**src/rtl/rfcmd_pkg.sv**
```systemverilog
package rfcmd_pkg;
  localparam int unsigned BYTE_W = 8;
  localparam int unsigned IDX_W  = 3;
  localparam int unsigned NREG   = 1 << IDX_W;
  localparam int unsigned OP_W   = 4;

  typedef logic [BYTE_W-1:0] byte_t;
  typedef logic [IDX_W-1:0]  idx_t;

  localparam logic [OP_W-1:0] OP_RD = 4'h0;
  localparam logic [OP_W-1:0] OP_WR = 4'h1;

  typedef enum logic [1:0] {
    PH_HDR = 2'd0,
    PH_PAY = 2'd1,
    PH_RSP = 2'd2
  } phase_e;
endpackage

```
**src/rtl/rfcmd_store.sv**
```systemverilog
module rfcmd_store
  import rfcmd_pkg::*;
#(
  parameter byte_t VERSION = 8'hA5
) (
  input  logic  clk_i,
  input  logic  rst_ni,
  input  logic  wr_en_i,
  input  idx_t  wr_idx_i,
  input  byte_t wr_data_i,
  input  idx_t  rd_idx_i,
  output byte_t rd_data_o
);
  byte_t regs [NREG];

  for (genvar g = 0; g < NREG; g++) begin : g_reg
    if (g == 0) begin : g_ver
      assign regs[g] = VERSION;
    end else begin : g_rw
      always_ff @(posedge clk_i or negedge rst_ni) begin
        if (!rst_ni)                                    regs[g] <= '0;
        else if (wr_en_i && wr_idx_i == idx_t'(g))      regs[g] <= wr_data_i;
      end
    end
  end

  assign rd_data_o = regs[rd_idx_i];
endmodule

```
**src/rtl/rfcmd_parser.sv**
```systemverilog
module rfcmd_parser
  import rfcmd_pkg::*;
(
  input  logic  clk_i,
  input  logic  rst_ni,
  input  byte_t s_data_i,
  input  logic  s_valid_i,
  output logic  s_ready_o,
  output byte_t m_data_o,
  output logic  m_valid_o,
  input  logic  m_ready_i,
  output logic  wr_en_o,
  output idx_t  wr_idx_o,
  output byte_t wr_data_o,
  output idx_t  rd_idx_o,
  input  byte_t rd_data_i,
  output logic  hdr_phase_o
);
  phase_e phase_q, phase_d;
  idx_t   idx_q;
  byte_t  rsp_q;
  logic   s_fire;
  logic [OP_W-1:0] op;
  idx_t   hdr_idx;

  assign op        = s_data_i[OP_W-1:0];
  assign hdr_idx   = s_data_i[OP_W +: IDX_W]; // bit 7 unused
  assign s_ready_o = (phase_q != PH_RSP);
  assign s_fire    = s_valid_i && s_ready_o;
  assign m_valid_o = (phase_q == PH_RSP);
  assign m_data_o  = rsp_q;
  assign rd_idx_o  = hdr_idx;
  assign hdr_phase_o = (phase_q == PH_HDR);

  // index 0 is filtered here so storage never sees it
  assign wr_en_o   = (phase_q == PH_PAY) && s_fire && (idx_q != '0);
  assign wr_idx_o  = idx_q;
  assign wr_data_o = s_data_i;

  always_comb begin
    phase_d = phase_q;
    unique case (phase_q)
      PH_HDR: if (s_fire) begin
        if (op == OP_RD)      phase_d = PH_RSP;
        else if (op == OP_WR) phase_d = PH_PAY;
      end
      PH_PAY: if (s_fire)    phase_d = PH_HDR;
      PH_RSP: if (m_ready_i) phase_d = PH_HDR;
      default:               phase_d = PH_HDR;
    endcase
  end

  always_ff @(posedge clk_i or negedge rst_ni) begin
    if (!rst_ni) begin
      phase_q <= PH_HDR;
      idx_q   <= '0;
      rsp_q   <= '0;
    end else begin
      phase_q <= phase_d;
      if (phase_q == PH_HDR && s_fire) begin
        idx_q <= hdr_idx;
        if (op == OP_RD) rsp_q <= rd_data_i;
      end
    end
  end
endmodule

```
**src/rtl/byte_cmd_regfile.sv**
```systemverilog
module byte_cmd_regfile
  import rfcmd_pkg::*;
#(
  parameter logic [7:0] VERSION = 8'hA5
) (
  input  logic       clk_i,
  input  logic       rst_ni,
  input  logic [7:0] s_data_i,
  input  logic       s_valid_i,
  output logic       s_ready_o,
  output logic [7:0] m_data_o,
  output logic       m_valid_o,
  input  logic       m_ready_i
);
  logic  wr_en;
  idx_t  wr_idx, rd_idx;
  byte_t wr_data, rd_data;
  logic  hdr_phase;

  rfcmd_parser u_parser (
    .clk_i      (clk_i),
    .rst_ni     (rst_ni),
    .s_data_i   (s_data_i),
    .s_valid_i  (s_valid_i),
    .s_ready_o  (s_ready_o),
    .m_data_o   (m_data_o),
    .m_valid_o  (m_valid_o),
    .m_ready_i  (m_ready_i),
    .wr_en_o    (wr_en),
    .wr_idx_o   (wr_idx),
    .wr_data_o  (wr_data),
    .rd_idx_o   (rd_idx),
    .rd_data_i  (rd_data),
    .hdr_phase_o(hdr_phase)
  );

  rfcmd_store #(.VERSION(VERSION)) u_store (
    .clk_i    (clk_i),
    .rst_ni   (rst_ni),
    .wr_en_i  (wr_en),
    .wr_idx_i (wr_idx),
    .wr_data_i(wr_data),
    .rd_idx_i (rd_idx),
    .rd_data_o(rd_data)
  );
endmodule

```
**config.mk**
```make
export PLATFORM = sky130hd
export DESIGN_NAME = byte_cmd_regfile
export DESIGN_NICKNAME = d
export VERILOG_FILES = /design/src/rtl/rfcmd_pkg.sv /design/src/rtl/rfcmd_store.sv /design/src/rtl/rfcmd_parser.sv /design/src/rtl/byte_cmd_regfile.sv
export SDC_FILE = /design/constraint.sdc
export NUM_CORES = 1
export LEC_CHECK = 0
export BUFFER_PORTS_ARGS = -buffer_cell sky130_fd_sc_hd__buf_4
export CAP_MARGIN = 25
export CORE_UTILIZATION = 40
export CTS_BUF_LIST = sky130_fd_sc_hd__clkbuf_8
export DETAILED_ROUTE_END_ITERATION = 6
export GPL_TIMING_DRIVEN = 0
export PLACE_DENSITY = 0.6
export SETUP_SLACK_MARGIN = 0.2
export SYNTH_ARGS = -nofsm -noshare
export SYNTH_HDL_FRONTEND = slang
export SYNTH_HIERARCHICAL = 1
export SYNTH_SLANG_ARGS = --single-unit
```
**constraint.sdc**
```tcl
create_clock -name clk_i -period 1.7 [get_ports clk_i]
set_input_delay 0.425 -clock clk_i [delete_from_list [all_inputs] [get_ports clk_i]]
set_output_delay 0.425 -clock clk_i [all_outputs]
set_load 0.1 [all_outputs]
```
After elaboration in Yosys (flattened, before gate mapping)
Cells that the tools add are included.
{"block": "word_totals", "wordCells": 52, "regBits": 69, "input_bits": 12, "out_inout_bits": 10}
{"block": "classes", "eq_ne": 15, "bitwise": 1, "n_lt_le_gt_ge": 1, "reduce_logical": 16, "muxes": 9}
{"cell": "$bmux W8 S3", "count": 1}
{"cell": "$mux W8", "count": 2}
{"cell": "$eq A3 B3 Y1 const B", "count": 4}
{"cell": "$logic_and A1 B1 Y1", "count": 11}
{"cell": "$mux W2", "count": 5}
{"cell": "$eq A3 B2 Y1 const B", "count": 2}
{"cell": "$ne A2 B1 Y1 const B", "count": 3}
{"cell": "$pmux W2 S3", "count": 1}
{"cell": "$eq A4 B1 Y1 const B", "count": 1}
{"cell": "$ge A4 B4 Y1 const B", "count": 1}
{"cell": "$logic_not A4 Y1", "count": 1}
{"cell": "$not A3 Y4", "count": 1}
{"cell": "$reduce_and A4 Y1", "count": 1}
{"cell": "$eq A3 B1 Y1 const B", "count": 1}
{"cell": "$ne A3 B1 Y1 const B", "count": 1}
{"cell": "$reduce_bool A3 Y1", "count": 1}
{"cell": "$eq A2 B1 Y1 const B", "count": 1}
{"cell": "$eq A2 B2 Y1 const B", "count": 1}
{"cell": "$logic_not A2 Y1", "count": 1}
{"cell": "$ne A2 B2 Y1 const B", "count": 1}
{"cell": "$reduce_and A2 Y1", "count": 1}

Logic depth before layout (Yosys ltp)
Gate-level depths: netlist (run 1).
{"block": "logic_depth", "word_depth": 5, "ltp_mapped": 6, "ltp_nobuf": 5}

Cells and area by module
Netlist (run 1), hierarchy kept.
{"mod": "rfcmd_store", "area_per_inst_um2": 2698.8, "instances": 1, "cells_each": 185, "seq_area_each_um2": 1401.3}
{"mod": "rfcmd_parser", "area_per_inst_um2": 629.4, "instances": 1, "cells_each": 48, "seq_area_each_um2": 325.3}

Worst setup path before layout (run 1)
OpenSTA, ideal clock, no wires.
{"block": "synth_timing", "path_type": "reg-to-output", "start": "register u_parser.phase_q[1]", "end": "output port m_valid_o", "path_slack_ps": -601, "t_required_ps": 1275, "path_stages_with_launch": 3, "t_arrival_ps": 1876, "path_buffers": 0, "path_cell_list": "dfrtp_1 -> or2b_1 -> inv_1"}
{"block": "synth_between", "elab_chain_len": 1}
{"element": "start: declaration", "line": "rfcmd_parser.sv:19", "text": "phase_e phase_q, phase_d;"}
{"element": "start signal: assignment", "line": "rfcmd_parser.sv:59", "text": "phase_q <= phase_d;"}
{"element": "$eq A2 B2 Y1", "line": "rfcmd_parser.sv:30", "text": "assign m_valid_o = (phase_q == PH_RSP);"}
{"element": "end: declaration", "line": "byte_cmd_regfile.sv:12", "text": "output logic m_valid_o,"}
No other way between the ends.

Worst setup path after layout (run 1)
{"block": "layout_timing", "start": "register u_parser.phase_q[0]", "end": "output port m_valid_o"}
Same word-level chain as after synthesis.

==> impl_metrics.toml, run 1 <==
[cts]
clock_latency_ps = 350
cts_hold_buf = 0
cts_max_level = 3
cts_tree = "done"
cts_sinks = 69
cts_inserted_buffers = 9
cts_root_buffer = "clkbuf_8"
clkTransAtPathRegs_ps = 70
ctsLongestPathBuffers = 2

[placement]
placed_cells = 354
placed_area_mm2 = 0.00375
place_ws_ps = -405
detailed_place_hpwl_um = 4540
portBuffers = 20
routabilityCongestion = 0.723

[outcome]
violations = "negative setup slack"
status = "finished, violations left"

[global_route]
grt-ovfl-total = 0
grt_pass1_wl_um = 12600
antenna_found_initial = 0
grt_max_degree = 70
grt.total_usage_pct = 20.2
grt_pass1_vias = 2239

[critical_path]
end_kind = "output port"
startpoint = "u_parser/phase_q[0]"
cpMaxStageDelayCell = "dfrtp_2"
cp-start-kind = "register"
r2r-start = "u_parser/wr_idx_o[2]"
cp_data_arrival_time_ps = 1300
critPathRequiredTime_ps = 1270
path_max_fanout = 3
crit_chain = "or2b_4, clkinvlp_4, buf_12"
crit_path_max_incr_delay_ps = 430
crit_type = "register to output port"

[floorplanning]
core_mm2 = 0.00789
fp.dieH_um = 93.2
die_area_mm2 = 0.00868
top_level_ports = 22
fp-row-count = 32
start_util_pct = 42.1
die_w_um = 93.2

[finish]
fillers = 639
area_growth_pct = 31.1
final_nets = 289
finalNonFillerCells = 384
utilization_pct = 55.3
final_cell_area_mm2 = 0.00436
diodes = 0
layout-drive-gt1-share_pct = 58.9

[timing]
max-slew-margin-rel_pct = 41.0
finalCritPeriodShare_pct = 101
period_needed_ps = 1720
hold_viol_final = 0
whs_ps = 180
slew_viol_final = 0
worst_slew_pin_slew_ps = 885
setup_viol = 2
rsz0062_at_grt = "true"
finalWorstSetupSlack_ps = -23.5
finalClockSkew_ps = 9.50
max_freq_mhz = 580

[drt]
finalWirelength_um = 7860
drcViolationCount = 0
vias = 2058
dr.pass1.iters = 4
drt-initial-drc-count = 107
post_drt_via_cell_ratio = 5.36
wire_per_inst_um = 20.5
ant_nets = 0

[pwr]
peakVddDrop_v = 0.000915
cellPowerDensity_mw_per_mm2 = 1030
leakagePower_nw = 2.24

[min_path]
hold_class = "input port to async pin"

[synth]
syn-cell-area_mm2 = 0.00332
netlist_instances = 232
avgSynthCellArea_um2 = 14.3
ys_warn_count = 6
syn-num-nets = 244

[flow_run]
max_cap_violations = 0
[metrics by stage]
step	total power [mW]	setup TNS, ps
global placement	2.88	-8330
finish	4.51	-38.7
detailed placement	2.90	-9630
floorplan	2.68	-67.6
global route	4.72	-507
CTS	4.54	-82.9
[layout by cell type (no fill, tap or decap), drive strengths merged, types with 3 or more instances in the layout]
master and count:
nand2 3, and2b 3, clkinv 3, a311oi 4, mux2 71, mux2i 16, dfrtp 69, o221ai 4
nand4b 4, a211o 4, nand2b 3, nor3b 5, a211oi 4, a221oi 4, buf 57, clkbuf 10
nor3 4
[final cells by class]
cell class	count	area [µm²]	area share (%)
repair buffers	33	295	6.78
plain buffers	24	224	5.14
clock inverters	6	86.3	1.98
inverters	1	7.51	0.172
flip-flops and latches	69	1730	39.6
clock buffers	10	138	3.16
multi-input cells	139	1750	40.2
well taps	102	128	2.93
[report_power, final]
group | total [mW] | switching [mW] | internal (mW)
Sequential | 1.95 | 0.113 | 1.84
Combinational | 1.06 | 0.582 | 0.473
Clock | 1.50 | 0.639 | 0.863
Total | 4.51 | 1.33 | 3.17
[what timing repair did]
| action | CTS | global route |
|---|---|---|
| cloned | 1 | 0 |
| pin swaps | 5 | 5 |
| resized for setup | 53 | 10 |
| setup endpoints to repair | 66 | 70 |
| setup buffers | 11 | 2 |
[layer usage]
metal	part of all wire [%]	vias to the layer above	GRT usage, %
met5	0	-	0
met4	1.0	0	5.00
met3	2.7	8	5.61
met2	49	27	33.3
met1	47	1078	26.1
li1	-	945	-
[sequential cells by signal, indices dropped and copies added (netlist names)]
name and cells:
u_store/regs 56, u_parser/phase_q 2, u_parser/m_data_o 8, u_parser/wr_idx_o 3
[final timing paths]
path	to	slack, ps	depth (start not counted)
min in group clk_i	u_parser/phase_q[1]	260	2
hold reg to reg	u_store/regs[38]	510	1
setup reg to reg	u_store/regs[14]	30	6
max in group asynchronous	u_parser/phase_q[0]	870	1
setup / recovery	m_valid_o	-20	3
hold / removal	u_store/regs[6]	180	1
[worst max-delay path: cells and delay by family (launching register included)]
family	cells	cell delay, ps
buffers and inverters	2	240
DFF	1	430
and+or+nand+nor	1	270
Note: power is estimated with default switching activity, not from simulation.
==> run 2: changes to the inputs <==
- CORE_UTILIZATION: 40 -> 50
- PLACE_DENSITY: 0.6 -> default
- PLACE_DENSITY_LB_ADDON: default -> 0.1
==> run 2 against run 1 <==
  * The flow still finishes with violations (negative setup slack)
  * Clock skew shrank 2.1 ps
  * Register-to-register slack lost 20 ps
  * Via count grew 2.4%
  * Power grew 0.15%
  * Critical path depth is the same
  * Clock power is essentially flat
  * Worst setup slack gained 12 ps
  * Sequential power is essentially flat
  * Routed wire length grew 1.9%
  * Maximum frequency grew 0.70%
  * Final area grew 0.49%
  * Largest cell class unchanged
  * Highest routed layer unchanged
==> impl_metrics.toml, run 2 (synthesis results as in run 1) <==
[cts]
cts_hold_buf = 0
clock_latency_ps = 340
clkTransAtPathRegs_ps = 80
cts_max_level = 3
cts_inserted_buffers = 9
ctsLongestPathBuffers = 2
cts_tree = "done"
cts_root_buffer = "clkbuf_8"
cts_sinks = 69

[timing]
rsz0062_at_grt = "true"
hold_viol_final = 0
worst_slew_pin_slew_ps = 875
max_freq_mhz = 584
setup_viol = 1
max-slew-margin-rel_pct = 41.6
slew_viol_final = 0
finalCritPeriodShare_pct = 101
finalClockSkew_ps = 7.36
whs_ps = 195
period_needed_ps = 1710
finalWorstSetupSlack_ps = -11.6

[drt]
finalWirelength_um = 8010
drt-initial-drc-count = 117
wire_per_inst_um = 22.1
vias = 2108
ant_nets = 0
post_drt_via_cell_ratio = 5.82
dr.pass1.iters = 4
drcViolationCount = 0

[critical_path]
r2r-end = "u_store/regs[48]"
r2r-start = "u_parser/wr_idx_o[2]"
crit_chain = "or2b_4, clkinvlp_4, buf_12"
startpoint = "u_parser/phase_q[0]"
critPathRequiredTime_ps = 1270
cpMaxStageDelayCell = "dfrtp_2"
end_kind = "output port"
cp_data_arrival_time_ps = 1290
worstRegToRegCells = 6
cpLargestDelayFamily = "flip-flops"
path_buf_inv = 2
cp-start-kind = "register"
path_max_fanout = 3
worst-path-stages = 3
crit_type = "register to output port"
crit_path_end = "m_valid_o"
crit_path_max_incr_delay_ps = 420
r2r_slack_ps = 10

[pwr]
leakagePower_nw = 2.27
power_mw = 4.51
cellPowerDensity_mw_per_mm2 = 1030
peakVddDrop_v = 0.000688

[finish]
finalNonFillerCells = 362
final_nets = 292
largest_register = "u_store/regs"
multi_input_area_mm2 = 0.00176
utilization_pct = 68.6
fillers = 453
layout-drive-gt1-share_pct = 58.6
diodes = 0
final_common_cell = "dfrtp_1"
largest_reg_flops = 56
ff_latch_area_mm2 = 0.00173
final_cell_mix = "68 x dfrtp_1, 67 x mux2_4, 38 x buf_4"
area_growth_pct = 31.7

[floorplanning]
die_area_mm2 = 0.00698
core_mm2 = 0.00639
die_w_um = 83.5
fp-row-count = 29
top_level_ports = 22
fp.dieH_um = 83.5
start_util_pct = 52.1

[min_path]
hold_class = "input port to async pin"

[placement]
portBuffers = 20
place_ws_ps = -354
routabilityCongestion = 0.719
detailed_place_hpwl_um = 4400
placed_cells = 329

[global_route]
grt_pass1_vias = 2271
grt_pass1_wl_um = 12700
grt-ovfl-total = 0
antenna_found_initial = 0
grt.total_usage_pct = 24.7
grt_max_degree = 70

[flow_run]
max_cap_violations = 0

[outcome]
violations = "negative setup slack"
status = "finished, violations left"
==> run 2: changes by cell type in the layout (fill, tap and decap cells not counted) <==
cell,delta
mux2_4,+3
clkinvlp_4,+1
mux2_2,-3
buf_6,+6
clkinv_2,-2
nor3_1,+1
inv_1,+1
nor3_2,-1
buf_4,-3
==> run 2: where the power goes <==
group / total, mW / leakage [nW] / internal, mW / switching [mW]
sequential: 1.96 / 0.935 / 1.84 / 0.120
combinational: 1.06 / 1.23 / 0.477 / 0.587
clock: 1.49 / 0.110 / 0.863 / 0.629
total: 4.51 / 2.27 / 3.18 / 1.34
==> run 2: through the flow <==
stage	setup TNS, ps	area, µm²
6_report	-11.6	4380
5_1_grt	-999	4380
4_1_cts	-53.0	4290
3_5_place_dp	-7370	3710
3_3_place_gp	-6920	3710
2_1_floorplan	-67.6	3470
==> run 2: area by class of cell <==
cell class	instances	area share (%)
Buffer	24	5.11
Clock inverter	6	2.00
Timing Repair Buffer	36	7.77
Multi-Input combinational cell	139	40.1
Clock buffer	10	3.14
Sequential cell	69	39.5
Tap cell	77	2.20
Inverter	1	0.171
==> run 2: worst min path at each step <==
stage / start / end / slack [ps] / cells past startpoint
after floorplan: rst_ni / u_parser/m_data_o[0] / 130 / 0
after CTS: rst_ni / u_store/regs[36] / 220 / 1
after global placement: u_store/regs[36] / u_store/regs[36] / 480 / 1
after global routing: m_ready_i / u_parser/phase_q[1] / 250 / 2
final: rst_ni / u_store/regs[52] / 190 / 1
after detailed placement: u_store/regs[27] / u_store/regs[27] / 490 / 1
==> run 2: worst reg2reg max path: stages, from the launching register on <==
cell      delay (ps)
dfrtp_1          400
nor3_2            60
nor3_2           160
buf_6            180
and4bb_2         290
buf_12           160
mux2_4           310
==> run 2: timing repair <==
action,4_1_cts,5_1_grt
setup buffers,13,3
endpoints found under the setup margin,63,70
pin swaps,8,4
gates resized for setup,57,14
hold endpoints to repair,0,0
cloned,1,0
==> run 2: layer usage <==
layer / global-route usage [%] / vias to the layer above / share of wire [%]
met5: 0 / - / 0
met4: 6.63 / 0 / 1.1
met3: 6.92 / 9 / 4.2
met2: 40.7 / 53 / 50
met1: 32.3 / 1091 / 44
li1: - / 955 / -
==> run 3: changes to the inputs <==
==> constraint.sdc (replaced) <==
create_clock -name clk_i -period 1.7 [get_ports clk_i]
set_input_delay 0.34 -clock clk_i [delete_from_list [all_inputs] [get_ports clk_i]]
set_output_delay 0.34 -clock clk_i [all_outputs]
set_load 0.05 [all_outputs]
==> run 3 against run 2 <==
  * The flow now finishes without violations
  * First-iteration DRC count is 2.6% lower
  * Critical path depth up 3
  * Via count fell by 2.6%
==> impl_metrics.toml, run 3 (synthesis results as in run 1) <==
[global_route]
grt_pass1_vias = 2199
grt_pass1_wl_um = 12000
grt.total_usage_pct = 23.2
antenna_found_initial = 0
grt-ovfl-total = 0
grt_max_degree = 70

[placement]
detailed_place_hpwl_um = 4360
routabilityCongestion = 0.688
placed_cells = 329
portBuffers = 20

[cts]
cts_inserted_buffers = 9
clock_latency_ps = 350
ctsLongestPathBuffers = 2
cts_root_buffer = "clkbuf_8"
cts_tree = "done"
cts_hold_buf = 0
cts_max_level = 3
clkTransAtPathRegs_ps = 70
cts_sinks = 69

[critical_path]
critPathRequiredTime_ps = 1930
crit_type = "register to register"
path_max_fanout = 8
cpLargestDelayFamily = "simple AND/OR/NAND/NOR gates"
cp_data_arrival_time_ps = 1880
crit_chain = "nor3_2, nor3_2, buf_4, and4bb_2, buf_12, mux2_4"
cpMaxStageDelayCell = "dfrtp_1"
crit_path_max_incr_delay_ps = 410
cp-start-kind = "register"
path_buf_inv = 2
end_kind = "register"
cp_common_cell = "nor3_2"

[floorplanning]
start_util_pct = 52.1
die_w_um = 83.5
core_mm2 = 0.00639
die_area_mm2 = 0.00698
fp.dieH_um = 83.5
top_level_ports = 22
fp-row-count = 29

[min_path]
hold_class = "input port to async pin"

[timing]
worst_slew_pin_slew_ps = 873
slew_viol_final = 0
setup_viol = 0
max_freq_mhz = 607
period_needed_ps = 1650
hold_viol_final = 0
rsz0062_at_grt = "true"
max-slew-margin-rel_pct = 41.8
finalClockSkew_ps = 10.4
whs_ps = 108
finalCritPeriodShare_pct = 96.9

[finish]
final_common_cell = "dfrtp_1"
largest_register = "u_store/regs"
layout-drive-gt1-share_pct = 57.5
finalNonFillerCells = 357
final_nets = 287
fillers = 476
area_growth_pct = 25.7
final_cell_mix = "69 x dfrtp_1, 40 x buf_4, 38 x mux2_2"
diodes = 0
largest_reg_flops = 56

[pwr]
power_mw = 4.43
cellPowerDensity_mw_per_mm2 = 1060
leakagePower_nw = 2.13
peakVddDrop_v = 0.000675

[drt]
vias = 2054
ant_nets = 0
drt-initial-drc-count = 114
dr.pass1.iters = 6
wire_per_inst_um = 20.6
finalWirelength_um = 7350
post_drt_via_cell_ratio = 5.75
drcViolationCount = 0

[outcome]
status = "finished, final reports clean"

[flow_run]
max_cap_violations = 0
==> run 3: changes by cell type in the layout (fill, tap and decap cells not counted), moves of 2 or more <==
cell / previous run / this run
mux2_4: 67 / 33
mux2_2: 4 / 38
buf_6: 15 / 8
buf_4: 38 / 40
clkinvlp_4: 3 / 1
==> run 3: metal layers <==
metal	routed length (µm)	GRT usage, %	up-vias	part of all wire [%]
met4	149	10.2	0	2.0
li1	-	-	945	-
met1	3640	33.2	1057	50
met3	156	3.86	15	2.1
met2	3400	34.9	37	46
met5	0	0	-	0
==> run 3: path summary, 6_finish.rpt <==
check	slack [ps]	to	depth (start not counted)	from
min in group clk_i	180	u_parser/phase_q[1]	2	m_ready_i
max in group asynchronous	1020	u_parser/phase_q[0]	1	rst_ni
worst min register to register	510	u_store/regs[17]	1	u_store/regs[17]
worst min-delay path	110	u_store/regs[4]	1	rst_ni
worst max register to register	50	u_store/regs[50]	6	u_parser/wr_idx_o[1]
worst max-delay path	50	u_store/regs[50]	6	u_parser/wr_idx_o[1]
==> run 3: report_power, final <==
group          leakage (nW)  internal, mW  switching, mW  total (mW)
logic                  1.07         0.415          0.415       0.830
clock network         0.124          1.01          0.638        1.65
registers             0.937          1.84          0.110        1.95
==> run 3: timing repair <==
item / in CTS / in global routing
endpoints found under the setup margin: 66 / 67
pin swaps: 6 / 4
buffers inserted: 9 / 2
cloned: 1 / 0
resized for setup: 25 / 17
==> run 3: area by class of cell <==
cell class / instances / area (µm²) / share of cell area, %
timing repair buffer: 31 / 267 / 6.38
inverter: 1 / 3.75 / 0.0898
sequential: 69 / 1730 / 41.3
multi-input combinational: 139 / 1630 / 38.9
tap: 77 / 96.3 / 2.30
clock inverter: 6 / 110 / 2.63
buffer: 24 / 211 / 5.06
clock buffer: 10 / 138 / 3.29
==> run 3: per-stage QoR <==
stage / TNS, ps / util, % / instance area, µm² / setup slack (ps)
floorplan: 0 / - / 3410 / 113
global placement: -2480 / 57.2 / 3660 / -211
detailed placement: -2670 / 57.2 / 3660 / -231
CTS: 0 / 64.3 / 4110 / 64.6
global route: -53.6 / 65.5 / 4180 / -10.3
finish: 0 / 65.5 / 4180 / 52.6
